### config.mk
export PLATFORM = sky130hd
export DESIGN_NAME = xlat_cache
export DESIGN_NICKNAME = d
export VERILOG_FILES = /design/src/rtl/xlat_pkg.sv /design/src/rtl/xlat_match.sv /design/src/rtl/xlat_victim.sv /design/src/rtl/xlat_cache.sv
export SDC_FILE = /design/constraint.sdc
export NUM_CORES = 2
export LEC_CHECK = 0
export BUFFER_PORTS_ARGS = -buffer_cell sky130_fd_sc_hd__buf_2
export CAP_MARGIN = 20
export CELL_PAD_IN_SITES_DETAIL_PLACEMENT = 1
export CELL_PAD_IN_SITES_GLOBAL_PLACEMENT = 1
export CORE_ASPECT_RATIO = 0.7
export CORE_MARGIN = 1
export CORE_UTILIZATION = 30
export CTS_CLUSTER_DIAMETER = 100
export CTS_CLUSTER_SIZE = 14
export DETAILED_ROUTE_END_ITERATION = 12
export PLACE_DENSITY = 0.61
export SLEW_MARGIN = 20
export SYNTH_ARGS = -nofsm -noshare
export SYNTH_HDL_FRONTEND = slang
export SYNTH_SLANG_ARGS = --single-unit
### constraint.sdc
create_clock -name clk -period 17.25 [get_ports clk]
set_input_delay 2.5875 -clock clk [delete_from_list [all_inputs] [get_ports clk]]
set_output_delay 2.5875 -clock clk [all_outputs]
set_load 0.005 [all_outputs]
### src/rtl/xlat_pkg.sv
package xlat_pkg;
    // protection field bit positions
    localparam int PROT_W   = 2;
    localparam int PROT_WR  = 0;
    localparam int PROT_USR = 1;

    typedef enum logic [1:0] {
        S_IDLE  = 2'd0,
        S_HIT   = 2'd1,
        S_MISS  = 2'd2,
        S_FAULT = 2'd3
    } rsp_state_t;
endpackage

### src/rtl/xlat_match.sv
module xlat_match #(
    parameter int ENTRIES = 64,
    parameter int VPN_W   = 20,
    parameter int PID_W   = 8,
    localparam int IDX_W  = $clog2(ENTRIES)
) (
    input  logic                            clk,
    input  logic                            rst_n,
    input  logic [ENTRIES-1:0]              vld,
    input  logic [ENTRIES-1:0][VPN_W-1:0]   vpn_tab,
    input  logic [ENTRIES-1:0][PID_W-1:0]   pid_tab,
    input  logic [VPN_W-1:0]                key_vpn,
    input  logic [PID_W-1:0]                key_pid,
    output logic                            any_hit,
    output logic [IDX_W-1:0]                hit_idx
);
    logic [ENTRIES-1:0] hit_vec;

    // one comparator per slot, all evaluated together
    for (genvar g = 0; g < ENTRIES; g++) begin : g_cmp
        assign hit_vec[g] = vld[g] && (vpn_tab[g] == key_vpn)
                                   && (pid_tab[g] == key_pid);
    end

    always_comb begin
        hit_idx = '0;
        for (int i = 0; i < ENTRIES; i++) begin
            if (hit_vec[i]) hit_idx = hit_idx | IDX_W'(i);
        end
    end

    assign any_hit = |hit_vec;

    // refill keys are unique, so a lookup can match at most one slot
    p_single_match_r2: assert property (@(posedge clk) disable iff (!rst_n)
        $onehot0(hit_vec));
endmodule

### src/rtl/xlat_victim.sv
module xlat_victim #(
    parameter int ENTRIES = 64,
    localparam int IDX_W  = $clog2(ENTRIES)
) (
    input  logic               clk,
    input  logic               rst_n,
    input  logic [ENTRIES-1:0] vld,
    input  logic               fill_take,
    output logic [IDX_W-1:0]   vic_idx
);
    logic [IDX_W-1:0] rr_ptr;
    logic [IDX_W-1:0] free_idx;
    logic             full;

    assign full = &vld;

    // lowest invalid slot: scan downward so the smallest index wins
    always_comb begin
        free_idx = '0;
        for (int i = ENTRIES - 1; i >= 0; i--) begin
            if (!vld[i]) free_idx = IDX_W'(i);
        end
    end

    assign vic_idx = full ? rr_ptr : free_idx;

    always_ff @(posedge clk) begin
        if (!rst_n) begin
            rr_ptr <= '0;
        end else if (fill_take && full) begin
            rr_ptr <= (rr_ptr == IDX_W'(ENTRIES - 1)) ? '0 : rr_ptr + 1'b1;
        end
    end

    p_ptr_hold_r7: assert property (@(posedge clk) disable iff (!rst_n)
        (fill_take && !full) |=> $stable(rr_ptr));
    p_ptr_step_r8: assert property (@(posedge clk) disable iff (!rst_n)
        (fill_take && full && rr_ptr != IDX_W'(ENTRIES - 1))
            |=> (rr_ptr == $past(rr_ptr) + 1'b1));
endmodule

### src/rtl/xlat_cache.sv
module xlat_cache
    import xlat_pkg::*;
#(
    parameter int ENTRIES = 64,
    parameter int VPN_W   = 20,
    parameter int PFN_W   = 20,
    parameter int PID_W   = 8
) (
    input  logic              clk,
    input  logic              rst_n,
    input  logic              lk_req,
    input  logic              lk_write,
    input  logic              lk_user,
    input  logic [PID_W-1:0]  lk_pid,
    input  logic [VPN_W-1:0]  lk_vpn,
    output logic              rsp_hit,
    output logic              rsp_miss,
    output logic              rsp_fault,
    output logic [PFN_W-1:0]  rsp_pfn,
    output logic [1:0]        rsp_prot,
    output logic              rsp_dirty,
    input  logic              fill_en,
    input  logic [PID_W-1:0]  fill_pid,
    input  logic [VPN_W-1:0]  fill_vpn,
    input  logic [PFN_W-1:0]  fill_pfn,
    input  logic [1:0]        fill_prot,
    input  logic              flush_all,
    input  logic              flush_pid_en,
    input  logic [PID_W-1:0]  flush_pid
);
    localparam int IDX_W = $clog2(ENTRIES);

    logic [ENTRIES-1:0]              vld;
    logic [ENTRIES-1:0]              dirty;
    logic [ENTRIES-1:0][VPN_W-1:0]   vpn_tab;
    logic [ENTRIES-1:0][PID_W-1:0]   pid_tab;
    logic [ENTRIES-1:0][PFN_W-1:0]   pfn_tab;
    logic [ENTRIES-1:0][PROT_W-1:0]  prot_tab;

    logic             any_hit;
    logic [IDX_W-1:0] hit_idx;
    logic [IDX_W-1:0] vic_idx;
    logic             fill_take;
    logic             perm_bad;
    logic             wr_ok;

    rsp_state_t state_q, state_d;
    logic [PFN_W-1:0]  pfn_q;
    logic [PROT_W-1:0] prot_q;
    logic              dirty_q;

    xlat_match #(.ENTRIES(ENTRIES), .VPN_W(VPN_W), .PID_W(PID_W)) u_match (
        .clk(clk), .rst_n(rst_n), .vld(vld), .vpn_tab(vpn_tab),
        .pid_tab(pid_tab), .key_vpn(lk_vpn), .key_pid(lk_pid),
        .any_hit(any_hit), .hit_idx(hit_idx)
    );

    assign fill_take = fill_en && !flush_all && !flush_pid_en;

    xlat_victim #(.ENTRIES(ENTRIES)) u_victim (
        .clk(clk), .rst_n(rst_n), .vld(vld), .fill_take(fill_take),
        .vic_idx(vic_idx)
    );

    assign perm_bad = (lk_write && !prot_tab[hit_idx][PROT_WR]) ||
                      (lk_user  && !prot_tab[hit_idx][PROT_USR]);
    assign wr_ok    = lk_req && lk_write && any_hit && !perm_bad;

    // entry storage: flush_all > flush by process > refill
    always_ff @(posedge clk) begin
        if (!rst_n) begin
            vld   <= '0;
            dirty <= '0;
        end else if (flush_all) begin
            vld <= '0;
        end else begin
            if (wr_ok) dirty[hit_idx] <= 1'b1;
            if (flush_pid_en) begin
                for (int i = 0; i < ENTRIES; i++) begin
                    if (pid_tab[i] == flush_pid) vld[i] <= 1'b0;
                end
            end else if (fill_en) begin
                vld[vic_idx]      <= 1'b1;
                dirty[vic_idx]    <= 1'b0;
                vpn_tab[vic_idx]  <= fill_vpn;
                pid_tab[vic_idx]  <= fill_pid;
                pfn_tab[vic_idx]  <= fill_pfn;
                prot_tab[vic_idx] <= fill_prot;
            end
        end
    end

    // response state machine: next-state logic
    always_comb begin
        state_d = S_IDLE;
        if (lk_req) begin
            if (!any_hit)     state_d = S_MISS;
            else if (perm_bad) state_d = S_FAULT;
            else              state_d = S_HIT;
        end
    end

    // state register with the data captured alongside it
    always_ff @(posedge clk) begin
        if (!rst_n) begin
            state_q <= S_IDLE;
            pfn_q   <= '0;
            prot_q  <= '0;
            dirty_q <= 1'b0;
        end else begin
            state_q <= state_d;
            if (state_d == S_HIT) begin
                pfn_q   <= pfn_tab[hit_idx];
                prot_q  <= prot_tab[hit_idx];
                dirty_q <= dirty[hit_idx] | lk_write;
            end else begin
                pfn_q   <= '0;
                prot_q  <= '0;
                dirty_q <= 1'b0;
            end
        end
    end

    // outputs decoded from the state
    always_comb begin
        rsp_hit   = 1'b0;
        rsp_miss  = 1'b0;
        rsp_fault = 1'b0;
        unique case (state_q)
            S_IDLE:  ;
            S_HIT:   rsp_hit   = 1'b1;
            S_MISS:  rsp_miss  = 1'b1;
            S_FAULT: rsp_fault = 1'b1;
        endcase
        rsp_pfn   = pfn_q;
        rsp_prot  = prot_q;
        rsp_dirty = dirty_q;
    end

    p_latency_r4: assert property (@(posedge clk) disable iff (!rst_n)
        lk_req |=> (rsp_hit || rsp_miss || rsp_fault));
    p_no_spurious_r4: assert property (@(posedge clk) disable iff (!rst_n)
        (rsp_hit || rsp_miss || rsp_fault) |-> $past(lk_req));
    p_fault_blank_r5: assert property (@(posedge clk) disable iff (!rst_n)
        rsp_fault |-> (rsp_pfn == '0 && !rsp_dirty));
    p_dirty_set_r6: assert property (@(posedge clk) disable iff (!rst_n)
        wr_ok |=> (rsp_hit && rsp_dirty));
    p_flush_clears_r9: assert property (@(posedge clk) disable iff (!rst_n)
        flush_all |=> (vld == '0));
endmodule

# --- After elaboration in Yosys (flattened, before gate mapping) ---
# Cells that the tools add are included.
op_classes:
  add_sub_neg: 1
  n_mul: 0
  div: 0
  n_lt_le_gt_ge: 4
  eq_ne: 266
  shifts: 0
  mux: 479
  bitwise_logic: 5
  reduce_logical: 211
ops:
  columns: ["op", "n"]
  rows:
  - ["$mux 1280", 18]
  - ["$mux 512", 9]
  - ["$bwmux 1280", 2]
  - ["$mux 64", 21]
  - ["$eq 20x20->1", 64]
  - ["$mux 128", 9]
  - ["$eq 8x8->1", 128]
  - ["$mux 6", 100]
  - ["$bwmux 512", 1]
  - ["$mux 1", 265]
  - ["$ne 4x3->1 const B", 64]
  - ["$logic_and 1x1->1", 138]
  - ["$bwmux 128", 1]
  - ["$or 64x64->64", 2]
  - ["$reduce_and 2->1", 64]
  - ["$bmux 20 s6", 1]
  - ["$demux 20 s6", 1]
  - ["$mux 20", 4]
  - ["$mux 5", 16]
  - ["$and 64x64->64", 1]
  - ["$not 64->64", 1]
  - ["$reduce_and 64->1", 1]
  - ["$reduce_or 64->1", 1]
  - ["$demux 8 s6", 1]
  - ["21 further kinds", 53]
totals:
  ff_bits: 3359
  latch_bits: 0
  ram_bits: 0
  rom_bits: 0
  in_bits: 94
  output_inout_bits: 26
  elab_cells: 1292
  mem_count: 0

# --- Depth between registers and ports, before layout ---
depth:
  depth_word: 86
  ltp_mapped: 26

# --- Hierarchy ---
# Synthesis repeated with hierarchy kept, for this count alone.
hier_totals:
  cells_unflattened: 8815
  hier_area_um2: 139926.7
by_module_without_submodules:
  columns: ["module", "n_inst", "cells_each", "area_per_inst_um2", "seq_area_each_um2"]
  rows:
  - ["xlat_cache", 1, 5908, 116932.1, 99155.1]
  - ["xlat_match", 1, 2727, 21814.7, 0.0]
  - ["xlat_victim", 1, 180, 1179.9, 120.1]

# --- Worst setup path after synthesis ---
# OpenSTA, ideal clock, no wires.
synth_timing:
  kind: "input port to flip-flop"
  startpoint: "input port lk_vpn[12]"
  endpoint: "register pfn_q[14] (netlist: rsp_pfn[14])"
  arrival_ns: 6.406
  setup_slack_ns: 10.725
  cell_stages: 22
  n_path_buf: 8
  cell_sequence: "buf_2 buf_6 xnor2_1 nand4_1 or4_1 or4_4 nand2_1 nor4_2 nand3_1 buf_6 buf_6 buf_6 buf_6 buf_6 buf_2 mux2i_1 mux2i_1 mux2i_1 o22ai_1 a21oi_1 o221ai_1 o31a_1"
synth_via:
  elab_chain_cells: 80
synth_lines:
  columns: ["element", "line", "text"]
  rows:
  - ["from (decl)", "xlat_cache.sv:15", "input logic [VPN_W-1:0] lk_vpn,"]
  - ["$eq 20x20->1", "xlat_match.sv:21", "assign hit_vec[g] = vld[g] && (vpn_tab[g] == key_vpn)"]
  - ["$logic_and 1x1->1", "xlat_match.sv:21", null]
  - ["$logic_and 1x1->1", "xlat_match.sv:22", "&& (pid_tab[g] == key_pid);"]
  - ["$mux 1", "xlat_match.sv:28", "if (hit_vec[i]) hit_idx = hit_idx | IDX_W'(i);"]
  - ["$mux 2 (2 in a row)", "xlat_match.sv:28", null]
  - ["$mux 3 (4 in a row)", "xlat_match.sv:28", null]
  - ["$mux 4 (8 in a row)", "xlat_match.sv:28", null]
  - ["$mux 5 (16 in a row)", "xlat_match.sv:28", null]
  - ["[... 37 more ...]", null, null]
  - ["$mux 2", "xlat_cache.sv:98", "else if (perm_bad) state_d = S_FAULT;"]
  - ["$mux 2", "xlat_cache.sv:97", "if (!any_hit) state_d = S_MISS;"]
  - ["$mux 2", "xlat_cache.sv:96", "if (lk_req) begin"]
  - ["$mux 2", "xlat_cache.sv:97", null]
  - ["$mux 2 (2 in a row)", "xlat_cache.sv:96", null]
  - ["$eq 2x1->1", "xlat_cache.sv:112", "if (state_d == S_HIT) begin"]
  - ["$mux 20 *", "xlat_cache.sv:112", null]
  - ["$mux 20 *", "xlat_cache.sv:105", "if (!rst_n) begin"]
  - ["to (signal assigned)", "xlat_cache.sv:113", "pfn_q <= pfn_tab[hit_idx];"]
  - ["to (decl)", "xlat_cache.sv:48", "logic [PFN_W-1:0] pfn_q;"]
# Mark *: on every way between the ends. The rest lies on a longest branch, timed or not. The select of a mux whose other input is x is not followed.
# A chain may end at the register's enable or synchronous reset.

# --- Final worst setup path ---
layout_timing:
  startpoint: "input port lk_vpn[13]"
  endpoint: "register dirty[16]"
layout_via:
  elab_chain_cells: 86
layout_lines:
  columns: ["element", "line", "text"]
  rows:
  - ["parallel branches: the longest is 73 deep, another holds $eq 20x20->1", null, null]
  - ["$mux 64 *", "xlat_cache.sv:77", "if (wr_ok) dirty[hit_idx] <= 1'b1;"]
  - ["$mux 64 *", "xlat_cache.sv:74", "end else if (flush_all) begin"]
  - ["$mux 64 *", "xlat_cache.sv:71", "if (!rst_n) begin"]
  - ["$and 64x64->64 (no source line)", null, null]
  - ["$mux 64", "xlat_cache.sv:82", "end else if (fill_en) begin"]
  - ["$mux 64", "xlat_cache.sv:78", "if (flush_pid_en) begin"]
  - ["$mux 64", "xlat_cache.sv:74", null]
  - ["$mux 64", "xlat_cache.sv:71", null]
  - ["$mux 64 *", "xlat_cache.sv:78", null]
  - ["$mux 64 *", "xlat_cache.sv:74", null]
  - ["$mux 64 *", "xlat_cache.sv:71", null]
  - ["$mux 64 *", "xlat_cache.sv:74", null]
  - ["$mux 64 *", "xlat_cache.sv:71", null]
  - ["to (signal assigned)", "xlat_cache.sv:73", "dirty <= '0;"]
  - ["to (signal, indexed assignment)", "xlat_cache.sv:77", null]
  - ["to (signal, indexed assignment)", "xlat_cache.sv:84", "dirty[vic_idx] <= 1'b0;"]
  - ["to (decl)", "xlat_cache.sv:34", "logic [ENTRIES-1:0] dirty;"]
# Mark *: on every way between the ends. The select of a mux whose other input is x is not followed.

==> flow_results.org <==
** Run status
- The run finished with clean final reports.

** Routing
- Number of routed nets with antenna violations :: 0
- Vias per cell :: 5.889
- After the first detailed-routing iteration, the DRC count stood at 18,960.
- The final layout contains routed wiring with a total length of 682,800 um.
- Final routed DRC violation total :: 0
- For this block, the via count after detailed routing is 105,600.
- Length of the first detailed-routing pass in iterations :: 6
- Dividing the detail-routed wire length by the instance count gives 38.09 um.

** Critical path
- Crit-path leading delay family :: simple AND/OR/NAND/NOR gates
- Kind of start point of the critical path :: input pin
- Required time at the worst-slack endpoint :: 18,090 ps
- CP Buf/Inv Count :: 5
- The worst register-to-register path has a setup slack of 9790 ps.
- The largest individual stage delay along the critical path comes from the cell sky130_fd_sc_hd__nor2_1.
- The worst register-to-register path begins at pid_tab[10].
- Counting cells, the worst reg-to-reg path comes to 15.
- Traced cell by cell, the critical path runs through buf_6, buf_4, buf_4, xnor2_1, nand2_1, nor3_1, nand3_1, nand4_1, nor4_1, nand3_4, buf_4, nor2_1, a22oi_1, a31oi_1, a2111oi_2, nand3_2, buf_4, o2111ai_1, a211oi_1.
- Capture point of the worst reg-to-reg path :: dirty[16]
- Critical path fanouts, max :: 59
- The critical path is of the input pin to flip-flop type.
- The largest single stage delay on the critical path is 750 ps.
- In this design, the critical path's most frequently occurring cell is sky130_fd_sc_hd__buf_4.
- The worst setup path is captured at a flip-flop.
- At the worst endpoint, the arrival time is 11,020 ps.

** Logic synthesis
- Number of distinct library cell variants in the gate-level netlist after synthesis :: 103
- For this run, asynchronously set or reset flops after synthesis account for 0%.
- Yosys warning total :: 0
- Among all flip-flop cells after synthesis, the most frequent one is sky130_fd_sc_hd__edfxtp_1.
- Count of state elements after synthesis :: 3,359
- The synthesized design contains 3,200 enable-type register cells.
- Summing every instance area after synthesis gives 0.1493 mm2.
- Mean instance size in the synthesized netlist :: 13.72 um2
- For this run, the register share of the synthesized area comes to 66.48%.
- Total nets after synthesis :: 10,980
- Number of cells produced by synthesis :: 10,880

** Power and ir drop
- For this design the static power due to leakage is 49.99 nW.
- Peak supply drop :: 0.08573 mV
- For this design the ratio of total power to cell area is 96.79 mW/mm2.

** Job
- Number of max-cap violations :: 0

** CTS
- Clock latency at the later pin of the worst-skew pair :: 1040 ps
- Clock slew at the register clock pins of the worst setup and hold paths :: 80 ps
- TritonCTS built the clock tree.
- CTS built an H-tree with a depth of 5.
- Post-CTS repair changed the size of 0 cells.
- The clock net in this run drives a total of 3,359 sinks.
- The number of clock buffers added by TritonCTS is 279.
- Library cell used as clock root buffer :: sky130_fd_sc_hd__clkbuf_16
- Clock Tree Buf Depth :: 4
- CTS Hold Buffers Added :: 0
- Total setup buffers inserted after CTS :: 0

** Place
- Dpl hpwl :: 406,000 um
- Inst Count DP :: 17,450
- Routability-driven placement finished with a final weighted congestion of 0.9518.
- Number of port buffers :: 119

** Global routing
- Global-route wire length before repair :: 905,900 um
- Number of antenna violations at the first check in global routing :: 84
- Global routing consumed, over all layers together, 26.21% of the routing resources.
- Entering global routing, the biggest net connects 117 pins.
- Via count of the first global-routing pass :: 98,980
- GR Overflow Total :: 0

** STA
- Setup repair after global routing left no endpoint under its margin.
- For the pin with the worst max-slew slack, the measured transition is 1374 ps.
- Headroom to the max-slew limit came out at 8.214%.
- The count of endpoints failing hold in the final timing report is 0.
- Total setup violations reported at the end of the flow :: 0
- Summed over all failing endpoints, the final setup total negative slack is 0 ps.
- Part of the cycle the worst path needs :: 59.06%
- The final number of max-transition violations came to 0.
- Based on the critical path, the design can be clocked at up to 0.09816 GHz.
- The tightest hold path in the finished design has a slack of 453.1 ps.
- The worst path needs 10,190 ps of the cycle, external delays included.
- Worst clock skew :: 164.9 ps

** Layout
- From synthesis to final layout, the design area changed by 11.74%.
- Of the cells placed in the final design, the portion with a size suffix greater than 1 is 8.857%.
- Number of cells in the finished layout apart from fillers :: 17,930
- Final nets :: 11,180

** Floorplan
- Core Rows :: 216
- After floorplanning, the core was sized to cover 0.4951 mm2.
- The die covers 0.5006 mm2.
- Die Y :: 592.3 um
- For this design the top-level I/O count stands at 120.
- Initial Utilization :: 30.16%
- Horizontal die dimension :: 845.3 um

** Hold path
- Worst hold path startpoint :: dirty[41]
- The min-delay analysis places its worst path in the category flip-flop to flip-flop.
- Worst Hold End :: dirty[41]
- Hold depth :: 2
## tightest hold or removal path: stages, from the launching register on
cell,delay [ps]
sky130_fd_sc_hd__dfxtp_1,310
sky130_fd_sc_hd__inv_1,50
sky130_fd_sc_hd__a21oi_1,50
## power breakdown
| part | leakage [nW] | switching [W] | internal, W |
|---|---|---|---|
| registers | 30.0 | 0.00000198 | 0.00891 |
| clock network | 3.82 | 0.00316 | 0.00308 |
| logic | 16.1 | 0.000776 | 0.000220 |
| total | 50.0 | 0.00394 | 0.0122 |
## kinds of logic (layout without fill, tap and decap cells)
logic type | after synthesis | in the layout | share of synthesized area (%)
xor gates and xnor gates | 2298 | 2298 | 13.48
muxes | 232 | 232 | 1.585
and+or+nand+nor | 2994 | 2994 | 10.08
other | 0 | 31 | 0
DFF | 3359 | 3359 | 66.48
AOI/OAI and AO/OA | 1323 | 1323 | 5.666
adders and majority gates | 1 | 1 | 0.008378
buffers and inverters | 674 | 1038 | 2.698
## final cells by class
class                           count  area [um2]
Sequential cell                  3359       99280
Antenna cell                       31       77.57
Tap cell                         6649        8319
Fill cell                       52220      328300
Inverter                          113       424.2
Clock buffer                      419        7635
Clock inverter                     23       334.1
Multi-Input combinational cell   6848       46900
Timing Repair Buffer              483        3895
## worst max-delay path by stage
stage / cells after the start / slack [ps] / startpoint / to
2_1_floorplan: 22 / 10720 / lk_vpn[12] / rsp_pfn[14]
3_3_place_gp: 19 / 6700 / lk_vpn[17] / dirty[16]
3_5_place_dp: 19 / 6710 / lk_vpn[13] / dirty[16]
4_1_cts: 19 / 7640 / lk_vpn[13] / dirty[16]
6_report: 19 / 7060 / lk_vpn[13] / dirty[16]
5_1_grt: 19 / 7190 / lk_vpn[2] / dirty[16]
## synth_stat cells, drive strengths merged, types with 50 or more instances
library cell	instances	share of area, %
dfxtp	159	2.1
xor2	716	4.2
clkbuf	174	0.44
nor3	127	0.45
mux2i	196	1.3
a221oi	53	0.32
xnor2	1582	9.3
a22oi	106	0.54
o22ai	62	0.26
inv	113	0.28
nand3	271	0.92
o21ai	250	0.84
nor4	327	1.4
nor2	258	0.66
nand2	1126	2.8
edfxtp	3200	64
o211ai	61	0.31
and3	50	0.21
nand4	674	2.8
a21oi	469	1.6
buf	387	2.0
## registers in the layout, summed over array words and instances, names as in the netlist
signal,count
pid_tab,512
pfn_tab,1280
prot_tab,128
rsp_dirty,1
u_victim.rr_ptr,6
vpn_tab,1280
vld,64
dirty,64
rsp_pfn,20
state_q,2
rsp_prot,2
## per-layer routing
metal / share of wire, % / wire [um] / GRT usage [%]
met1: 42 / 283900 / 38.26
met2: 41 / 281700 / 37.49
met3: 14 / 92860 / 7.394
met4: 3.5 / 24100 / 8.208
met5: 0.041 / 283 / 0
## through the flow
| step | power, W | cell area (um2) | utilization [%] | setup slack [ps] |
|---|---|---|---|---|
| after global routing | 0.01641 | 166800 | 33.69 | 7189 |
| after global placement | 0.01004 | 158700 | 32.06 | 6700 |
| final | 0.01615 | 166900 | 33.70 | 7063 |
| after floorplan | 0.009539 | 149300 | - | 10720 |
| after detailed placement | 0.01005 | 158800 | 32.07 | 6714 |
| after CTS | 0.01612 | 166700 | 33.68 | 7642 |
## placed cells by master, fill, tap and decap left out, drive strengths merged, types with 127 or more instances in the layout
cell type / synthesis / final
nor4: 327 / 327
nand2: 1126 / 1126
a21oi: 469 / 469
nor3: 127 / 127
clkbuf: 174 / 419
dfxtp: 159 / 159
xor2: 716 / 716
nor2: 258 / 258
buf: 387 / 483
mux2i: 196 / 196
nand3: 271 / 271
o21ai: 250 / 250
xnor2: 1582 / 1582
edfxtp: 3200 / 3200
nand4: 674 / 674
(Power assumes the default switching activity.)
